--- src/rtl/tcs_pkg.sv ---
package tcs_pkg;

   localparam int MODE_W = 8;

   typedef enum logic [1:0] {
      EDGE_FALL = 2'b00,
      EDGE_RISE = 2'b01,
      EDGE_BAD  = 2'b10,
      EDGE_BOTH = 2'b11
   } edge_mode_e;

   typedef enum logic [1:0] {
      SRC_DIV_FAST = 2'b00,
      SRC_DIV_SLOW = 2'b01,
      SRC_WATCH    = 2'b10,
      SRC_PIN0     = 2'b11
   } clk_src_e;

   // Field positions are fixed because software decodes them.
   typedef struct packed {
      edge_mode_e edge1;
      edge_mode_e edge0;
      logic [1:0] rsvd;
      clk_src_e   src;
   } mode_reg_t;

endpackage

--- src/rtl/tcs_sync.sv ---
module tcs_sync #(
   parameter int STAGES = 2
) (
   input  logic clk,
   input  logic rst_n,
   input  logic d,
   output logic q
);
   if (STAGES < 2) begin : g_bad_stages
      $error("tcs_sync: STAGES must be at least 2");
   end

   logic [STAGES-1:0] chain;

   always_ff @(posedge clk or negedge rst_n) begin
      if (!rst_n) chain <= '0;
      else        chain <= {chain[STAGES-2:0], d};
   end

   assign q = chain[STAGES-1];
endmodule

--- src/rtl/tcs_edge.sv ---
module tcs_edge
   import tcs_pkg::*;
(
   input  logic       clk,
   input  logic       rst_n,
   input  logic       run,
   input  logic       lvl,
   input  edge_mode_e mode,
   output logic       strb
);
   // History starts low; it only begins to track the pin after the first run,
   // so a pin high at power-up reads as a rise on the very first enable.
   logic prev;
   logic armed;
   logic rise, fall, hit;

   assign rise = lvl & ~prev;
   assign fall = ~lvl & prev;

   always_comb begin
      unique case (mode)
         EDGE_FALL: hit = fall;
         EDGE_RISE: hit = rise;
         EDGE_BOTH: hit = rise | fall;
         default:   hit = 1'b0;
      endcase
   end

   assign strb = run & hit;

   always_ff @(posedge clk or negedge rst_n) begin
      if (!rst_n) begin
         prev  <= 1'b0;
         armed <= 1'b0;
      end else begin
         if (run)          armed <= 1'b1;
         if (run || armed) prev  <= lvl;
      end
   end
endmodule

--- src/rtl/tcs_prescale.sv ---
module tcs_prescale #(
   parameter int PRE_W     = 4,
   parameter int FAST_LOG2 = 1,
   parameter int SLOW_LOG2 = 4
) (
   input  logic       clk,
   input  logic       rst_n,
   input  logic       run,
   output logic [1:0] taps
);
   if (FAST_LOG2 < 1 || FAST_LOG2 >= SLOW_LOG2 || SLOW_LOG2 > PRE_W) begin : g_bad_taps
      $error("tcs_prescale: need 1 <= FAST_LOG2 < SLOW_LOG2 <= PRE_W");
   end

   logic [PRE_W-1:0] cnt;

   always_ff @(posedge clk or negedge rst_n) begin
      if (!rst_n)    cnt <= '0;
      else if (!run) cnt <= '0;
      else           cnt <= cnt + 1'b1;
   end

   for (genvar t = 0; t < 2; t++) begin : g_tap
      localparam int L = (t == 0) ? FAST_LOG2 : SLOW_LOG2;
      assign taps[t] = run & (&cnt[L-1:0]);
   end
endmodule

--- src/rtl/tcs_modereg.sv ---
module tcs_modereg
   import tcs_pkg::*;
(
   input  logic              clk,
   input  logic              rst_n,
   input  logic              run,
   input  logic              wr_en,
   input  logic [MODE_W-1:0] wr_data,
   output mode_reg_t         mode,
   output logic              prohib_err
);
   mode_reg_t   nxt;
   logic        bad_code;

   always_comb begin
      nxt       = mode;
      nxt.edge1 = edge_mode_e'(wr_data[7:6]);
      nxt.edge0 = edge_mode_e'(wr_data[5:4]);
      nxt.rsvd  = 2'b00;
      if (!run) nxt.src = clk_src_e'(wr_data[1:0]);
   end

   assign bad_code = (wr_data[7:6] == EDGE_BAD) || (wr_data[5:4] == EDGE_BAD);

   always_ff @(posedge clk or negedge rst_n) begin
      if (!rst_n) begin
         mode       <= '0;
         prohib_err <= 1'b0;
      end else if (wr_en) begin
         mode       <= nxt;
         prohib_err <= bad_code;
      end
   end
endmodule

--- src/rtl/tcs_top.sv ---
module tcs_top
   import tcs_pkg::*;
#(
   parameter int SYNC_STAGES = 2,
   parameter int PRE_W       = 4,
   parameter int FAST_LOG2   = 1,
   parameter int SLOW_LOG2   = 4
) (
   input  logic       clk,
   input  logic       rst_n,
   input  logic       run,
   input  logic       wr_en,
   input  logic [7:0] wr_data,
   output logic [7:0] rd_data,
   input  logic       watch_tick,
   input  logic [1:0] tin,
   input  logic       pin0_ctrl_req,
   output logic       count_en,
   output logic [1:0] edge_strb,
   output logic       pin0_ctrl_strb,
   output logic       cfg_err
);
   localparam int NPINS = 2;

   mode_reg_t        mode;
   logic             prohib_err;
   logic [NPINS-1:0] tin_s;
   logic [1:0]       taps;
   edge_mode_e       pin_mode [NPINS];

   assign pin_mode[0] = mode.edge0;
   assign pin_mode[1] = mode.edge1;

   tcs_modereg u_reg (
      .clk(clk), .rst_n(rst_n), .run(run), .wr_en(wr_en), .wr_data(wr_data),
      .mode(mode), .prohib_err(prohib_err)
   );

   for (genvar p = 0; p < NPINS; p++) begin : g_pin
      tcs_sync #(.STAGES(SYNC_STAGES)) u_sync (
         .clk(clk), .rst_n(rst_n), .d(tin[p]), .q(tin_s[p])
      );
      tcs_edge u_edge (
         .clk(clk), .rst_n(rst_n), .run(run), .lvl(tin_s[p]),
         .mode(pin_mode[p]), .strb(edge_strb[p])
      );
   end

   tcs_prescale #(.PRE_W(PRE_W), .FAST_LOG2(FAST_LOG2), .SLOW_LOG2(SLOW_LOG2)) u_pre (
      .clk(clk), .rst_n(rst_n), .run(run), .taps(taps)
   );

   always_comb begin
      unique case (mode.src)
         SRC_DIV_FAST: count_en = taps[0];
         SRC_DIV_SLOW: count_en = taps[1];
         SRC_WATCH:    count_en = run & watch_tick;
         default:      count_en = edge_strb[0];
      endcase
   end

   logic pin0_is_clk;
   assign pin0_is_clk    = (mode.src == SRC_PIN0);
   assign pin0_ctrl_strb = pin0_ctrl_req & edge_strb[0] & ~pin0_is_clk;
   assign cfg_err        = prohib_err | (pin0_ctrl_req & pin0_is_clk);
   assign rd_data        = mode;
endmodule

--- config.mk ---
export PLATFORM = sky130hd
export DESIGN_NAME = tcs_top
export DESIGN_NICKNAME = d
export VERILOG_FILES = /design/src/rtl/tcs_pkg.sv /design/src/rtl/tcs_sync.sv /design/src/rtl/tcs_edge.sv /design/src/rtl/tcs_prescale.sv /design/src/rtl/tcs_modereg.sv /design/src/rtl/tcs_top.sv
export SDC_FILE = /design/constraint.sdc
export NUM_CORES = 1
export LEC_CHECK = 0
export BUFFER_PORTS_ARGS = -buffer_cell sky130_fd_sc_hd__buf_4
export CORE_UTILIZATION = 52
export DETAILED_ROUTE_END_ITERATION = 8
export GPL_ROUTABILITY_DRIVEN = 1
export PLACE_DENSITY = 0.82
export SLEW_MARGIN = 15
export SYNTH_ARGS = -nofsm -noshare
export SYNTH_HDL_FRONTEND = slang
export SYNTH_HIERARCHICAL = 1
export SYNTH_SLANG_ARGS = --single-unit
export TNS_END_PERCENT = 10
--- constraint.sdc ---
create_clock -name clk -period 3.55 [get_ports clk]
set_input_delay 0.1775 -clock clk [delete_from_list [all_inputs] [get_ports clk]]
set_output_delay 0.1775 -clock clk [all_outputs]
set_load 0.02 [all_outputs]
# Yosys cells after proc, flatten, opt, wreduce, memory -nomap -nowiden
# Index checks and enable logic that the tools add are counted.
[op_classes]
addsub = 1
eq_ne = 9
n_mux = 4
bitwise_logic = 21
n_reduce_logical = 7
[op_table]
columns = ["op", "count"]
rows = [
  ["1-bit AND", 12],
  ["2-bit equality test (second input constant)", 6],
  ["1-bit case mux with 3 select lines", 3],
  ["2-bit by 1-bit equality test with 1-bit output (second input constant)", 3],
  ["2-bit logical NOT", 3],
  ["1-bit NOT", 6],
  ["4-bit by 1-bit adder with 4-bit output (second input constant)", 1],
  ["4-bit 2-to-1 mux", 1],
  ["4-bit AND reduction", 1],
  ["1-bit bitwise OR", 3],
  ["1-bit logical OR", 2],
  ["2-bit AND reduction", 1],
]
[word_totals]
ff_bits = 18
inputBits = 16
output_inout_bits = 13
elab_cells = 52

# Logic depth before layout (Yosys ltp)
[logic_depth]
ltp_word = 7
depth_mapped = 7
ltp_nobuf = 7

# By module
# Netlist, hierarchy kept.
[modules_own_cells]
columns = ["module", "instances", "cells_each", "area_each_um2", "seq_area_each_um2"]
rows = [
  ["tcs_modereg", 1, 22, 316.6, 175.2],
  ["tcs_edge", 2, 13, 126.4, 50.0],
  ["tcs_prescale", 1, 15, 181.4, 100.1],
  ["tcs_sync", 2, 2, 50.0, 50.0],
  ["tcs_top", 1, 5, 46.3, 0.0],
]

# Worst setup path before layout
# OpenSTA, ideal clock, no wires.
[synth_path]
path_type = "reg-to-output"
startpoint = "register g_pin[0].u_sync.chain[1]"
endpoint = "output port count_en"
arrival_time_ns = 1.577
required_time_ns = 3.372
setup_slack_ns = 1.795
path_stages_with_launch = 7
n_path_buf = 0
path_cell_list = "dfrtp_1 inv_1 ha_1 nand3b_1 o21ai_1 and2_1 mux4_2"
[synth_via]
elab_chain_len = 6
word_cells_on_any_way = 7
classes_between = "mux: 2; bitwise: 5"
[synth_rtl]
columns = ["element", "line", "text"]
rows = [
  ["start: declaration", "tcs_sync.sv:13", "logic [STAGES-1:0] chain;"],
  ["start signal: assignment", "tcs_sync.sv:17", "else chain <= {chain[STAGES-2:0], d};"],
  ["1-bit NOT", "tcs_edge.sv:18", "assign fall = ~lvl & prev;"],
  ["1-bit AND", "tcs_edge.sv:18", ""],
  ["1-bit bitwise OR", "tcs_edge.sv:24", "EDGE_BOTH: hit = rise | fall;"],
  ["1-bit case mux with 3 select lines (*)", "tcs_edge.sv:21", "unique case (mode)"],
  ["1-bit AND (*)", "tcs_edge.sv:29", "assign strb = run & hit;"],
  ["net edge_strb[0]", "tcs_top.sv:19", "output logic [1:0] edge_strb,"],
  ["1-bit case mux with 3 select lines (*)", "tcs_top.sv:54", "unique case (mode.src)"],
  ["end: declaration", "tcs_top.sv:18", "output logic count_en,"],
]
# The timed path passes the listed nets; every way through them passes the cells marked *.

# Final worst setup path
[layout_path]
startpoint = "register g_pin[0].u_sync.chain[1]"
endpoint = "output port count_en"
[layout_via]
elab_chain_len = 6
word_cells_on_any_way = 7
classes_between = "mux: 2; bitwise: 5"
[layout_rtl]
columns = ["element", "line"]
rows = [
  ["1-bit NOT", "tcs_edge.sv:18"],
  ["1-bit AND", "tcs_edge.sv:18"],
  ["1-bit bitwise OR", "tcs_edge.sv:24"],
  ["1-bit case mux with 3 select lines (*)", "tcs_edge.sv:21"],
  ["1-bit AND (*)", "tcs_edge.sv:29"],
  ["1-bit case mux with 3 select lines (*)", "tcs_top.sv:54"],
]
# Mark *: on every way between the ends. The rest lies on a longest branch, timed or not.

==> metrics <==
antenna violations before repair 0; crit path DAT 1960 ps; Final setup viols 0; die area 1900 um^2; number of global-route vias before repair 589; Leak 0.567 nW; quantity of gates resized following cts 0; Hold Path Origin wr_data[0]; total power 0.000448 W; Syn Area/Cell 12.5 um^2; Seq cells post-synth 19; max-cap viol count 0; antenna viol nets, final 0; sequential-to-total area share from yosys stat 0.530; worst setup path start g_pin[0].u_sync/chain[1]; Clock Pin Slew Worst Setup and Hold Paths 100 ps; Slew Limit Fails 0; placed cells 110; wire length per cell 13.1 um; multi-input logic area 384 um^2; Root Driver clkbuf_4; Bufs on Longest Clock Path 2; Synth top area share 0.530; Detailed Place HPWL 1180 um; antenna diode count 0; Final Hold Vio Count 0; Starting Density 0.575; die height 43.5 um; cts hold-fix bufs 3; Post-synth EDFFs 0; unrepaired setup endpoints after global routing no; most instantiated cells after synthesis dfrtp_1, and2_1, ha_1; number of setup buffers added after CTS 0; worst min path class in2reg; CP Capture Type output pin; setup TNS 0 ps; pin count of the biggest net entering global routing 20; r2r startpoint u_pre/cnt[0]; peak supply drop 0.000256 V; largest area contributor in the netlist dfrtp_1; Iter 0 DRT Violations 7; Mapped Cells 72; CTS tree built; Placer Congestion 0.657; asr flop ratio synth 1.00; Synth Flop Type dfrtp_1; dpl ws 1730 ps; PortBufs 24; status finished, violations left; Setup CP Type reg2out; worst skew pair latency 280 ps; Synth-to-Final Area Change 26.1%; total track usage 0.195; Synth area leaders dfrtp_1, ha_1, mux2_2; first-pass GRT wire length 2660 um; fin crit period 2140 ps; GR Overflow Total 0; share of cells above drive strength 1 0.366; Max Fclk 467 MHz; Pwr Density 396 nW/um^2; drt drc 4; Num CTS Buffers 3; Post-Layout Cell Count 117; count leader, synth dfrtp_1; layout net count 123; Clock Skews 0.503 ps; Syn Std Cell Area 897 um^2; Storage cell area 475 um^2; Num Clock Sinks 19; Die Wd 43.5 um; total wire length 1530 um; H-tree lvl count 1; DR vias 612; synth unique cells 26; synth warn 6; fin worst setup slack 1410 ps; period utilisation layout 0.603; fill count 112; final core occ 0.726; core footprint 1560 um^2; WP data required 3370 ps; # rows 14; # IOs 29; startpoint class of the critical path flip-flop; post-DR vias/cell 5.23; violated checks design-rule violations; critical path peak fanout 3; first drt pass iteration count 6
state kept, by name, indices dropped and copies added, names as in the netlist:
| name | flops |
|---|---|
| g_pin.u_edge/armed | 2 |
| g_pin.u_edge/prev | 2 |
| g_pin.u_sync/chain | 4 |
| u_pre/cnt | 4 |
| u_reg/mode | 6 |
| u_reg/prohib_err | 1 |
power by group:
group	switching, W	internal, W
Sequential	0.0000160	0.000232
Combinational	0.0000453	0.0000511
Clock	0.0000600	0.0000436
worst max-delay path, cell delays in order (launching register included):
cell and delay (ps):
dfrtp_1 390, inv_1 50, ha_1 260, nand3b_1 90
o21ai_1 60, and2_1 180, mux4_2 460, buf_4 170
placed cells by master, fill, tap and decap left out, drive strengths merged, types with 2 or more instances in the layout:
master,instances
buf,24
dfrtp,19
and2,6
mux2,6
ha,5
nand2,4
inv,4
o21ai,4
clkbuf,4
mux2i,3
dlygate4sd3,3
nand2b,3
nand3b,2
or2,2
conb,2
nor2b,2
per-stage QoR:
step	hold slack, ps	area, um^2
final	111	1130
after global routing	90.6	1130
after CTS	106	1130
after detailed placement	58.1	1070
after global placement	56.0	1070
after floorplan	-118	901
final timing paths:
kind                                            end  slack (ps)  depth (start not counted)
hold / removal                        u_reg/mode[0]         110                          2
max in group asynchronous      g_pin[1].u_edge/prev        3060                          2
hold reg to reg            g_pin[1].u_sync/chain[1]         360                          0
setup / recovery                           count_en        1410                          7
setup reg to reg                       u_pre/cnt[2]        2480                          3
min in group asynchronous             u_reg/mode[4]         280                          2
cell families (layout without fill, tap and decap cells):
| group | after synthesis | after routing | synth area share |
|---|---|---|---|
| and+or+nand+nor | 22 | 22 | 0.153 |
| DFF | 19 | 19 | 0.530 |
| muxes | 10 | 10 | 0.142 |
| AOI/OAI and AO/OA | 7 | 7 | 0.0446 |
| buffers and inverters | 7 | 35 | 0.0460 |
| adders and majority gates | 5 | 5 | 0.0697 |
| other | 1 | 2 | 0.00418 |
| xor gates and xnor gates | 1 | 1 | 0.00976 |
routing by layer:
layer | wire [um] | track usage | vias to the layer above | share of wire
met5 | 0 | 0 | - | 0
met4 | 6 | 0.0750 | 0 | 0.0039
met3 | 67 | 0.0292 | 2 | 0.044
met2 | 814 | 0.339 | 18 | 0.53
met1 | 643 | 0.246 | 294 | 0.42
li1 | - | - | 298 | -
cell type report:
class                           instances  share of cell area
Multi-Input combinational cell         47               0.340
Timing Repair Buffer                   27               0.186
Tap cell                               16              0.0177
Clock buffer                            4              0.0232
Inverter                                4              0.0133
Sequential cell                        19               0.420
Power figures use the tool's default switching activity.
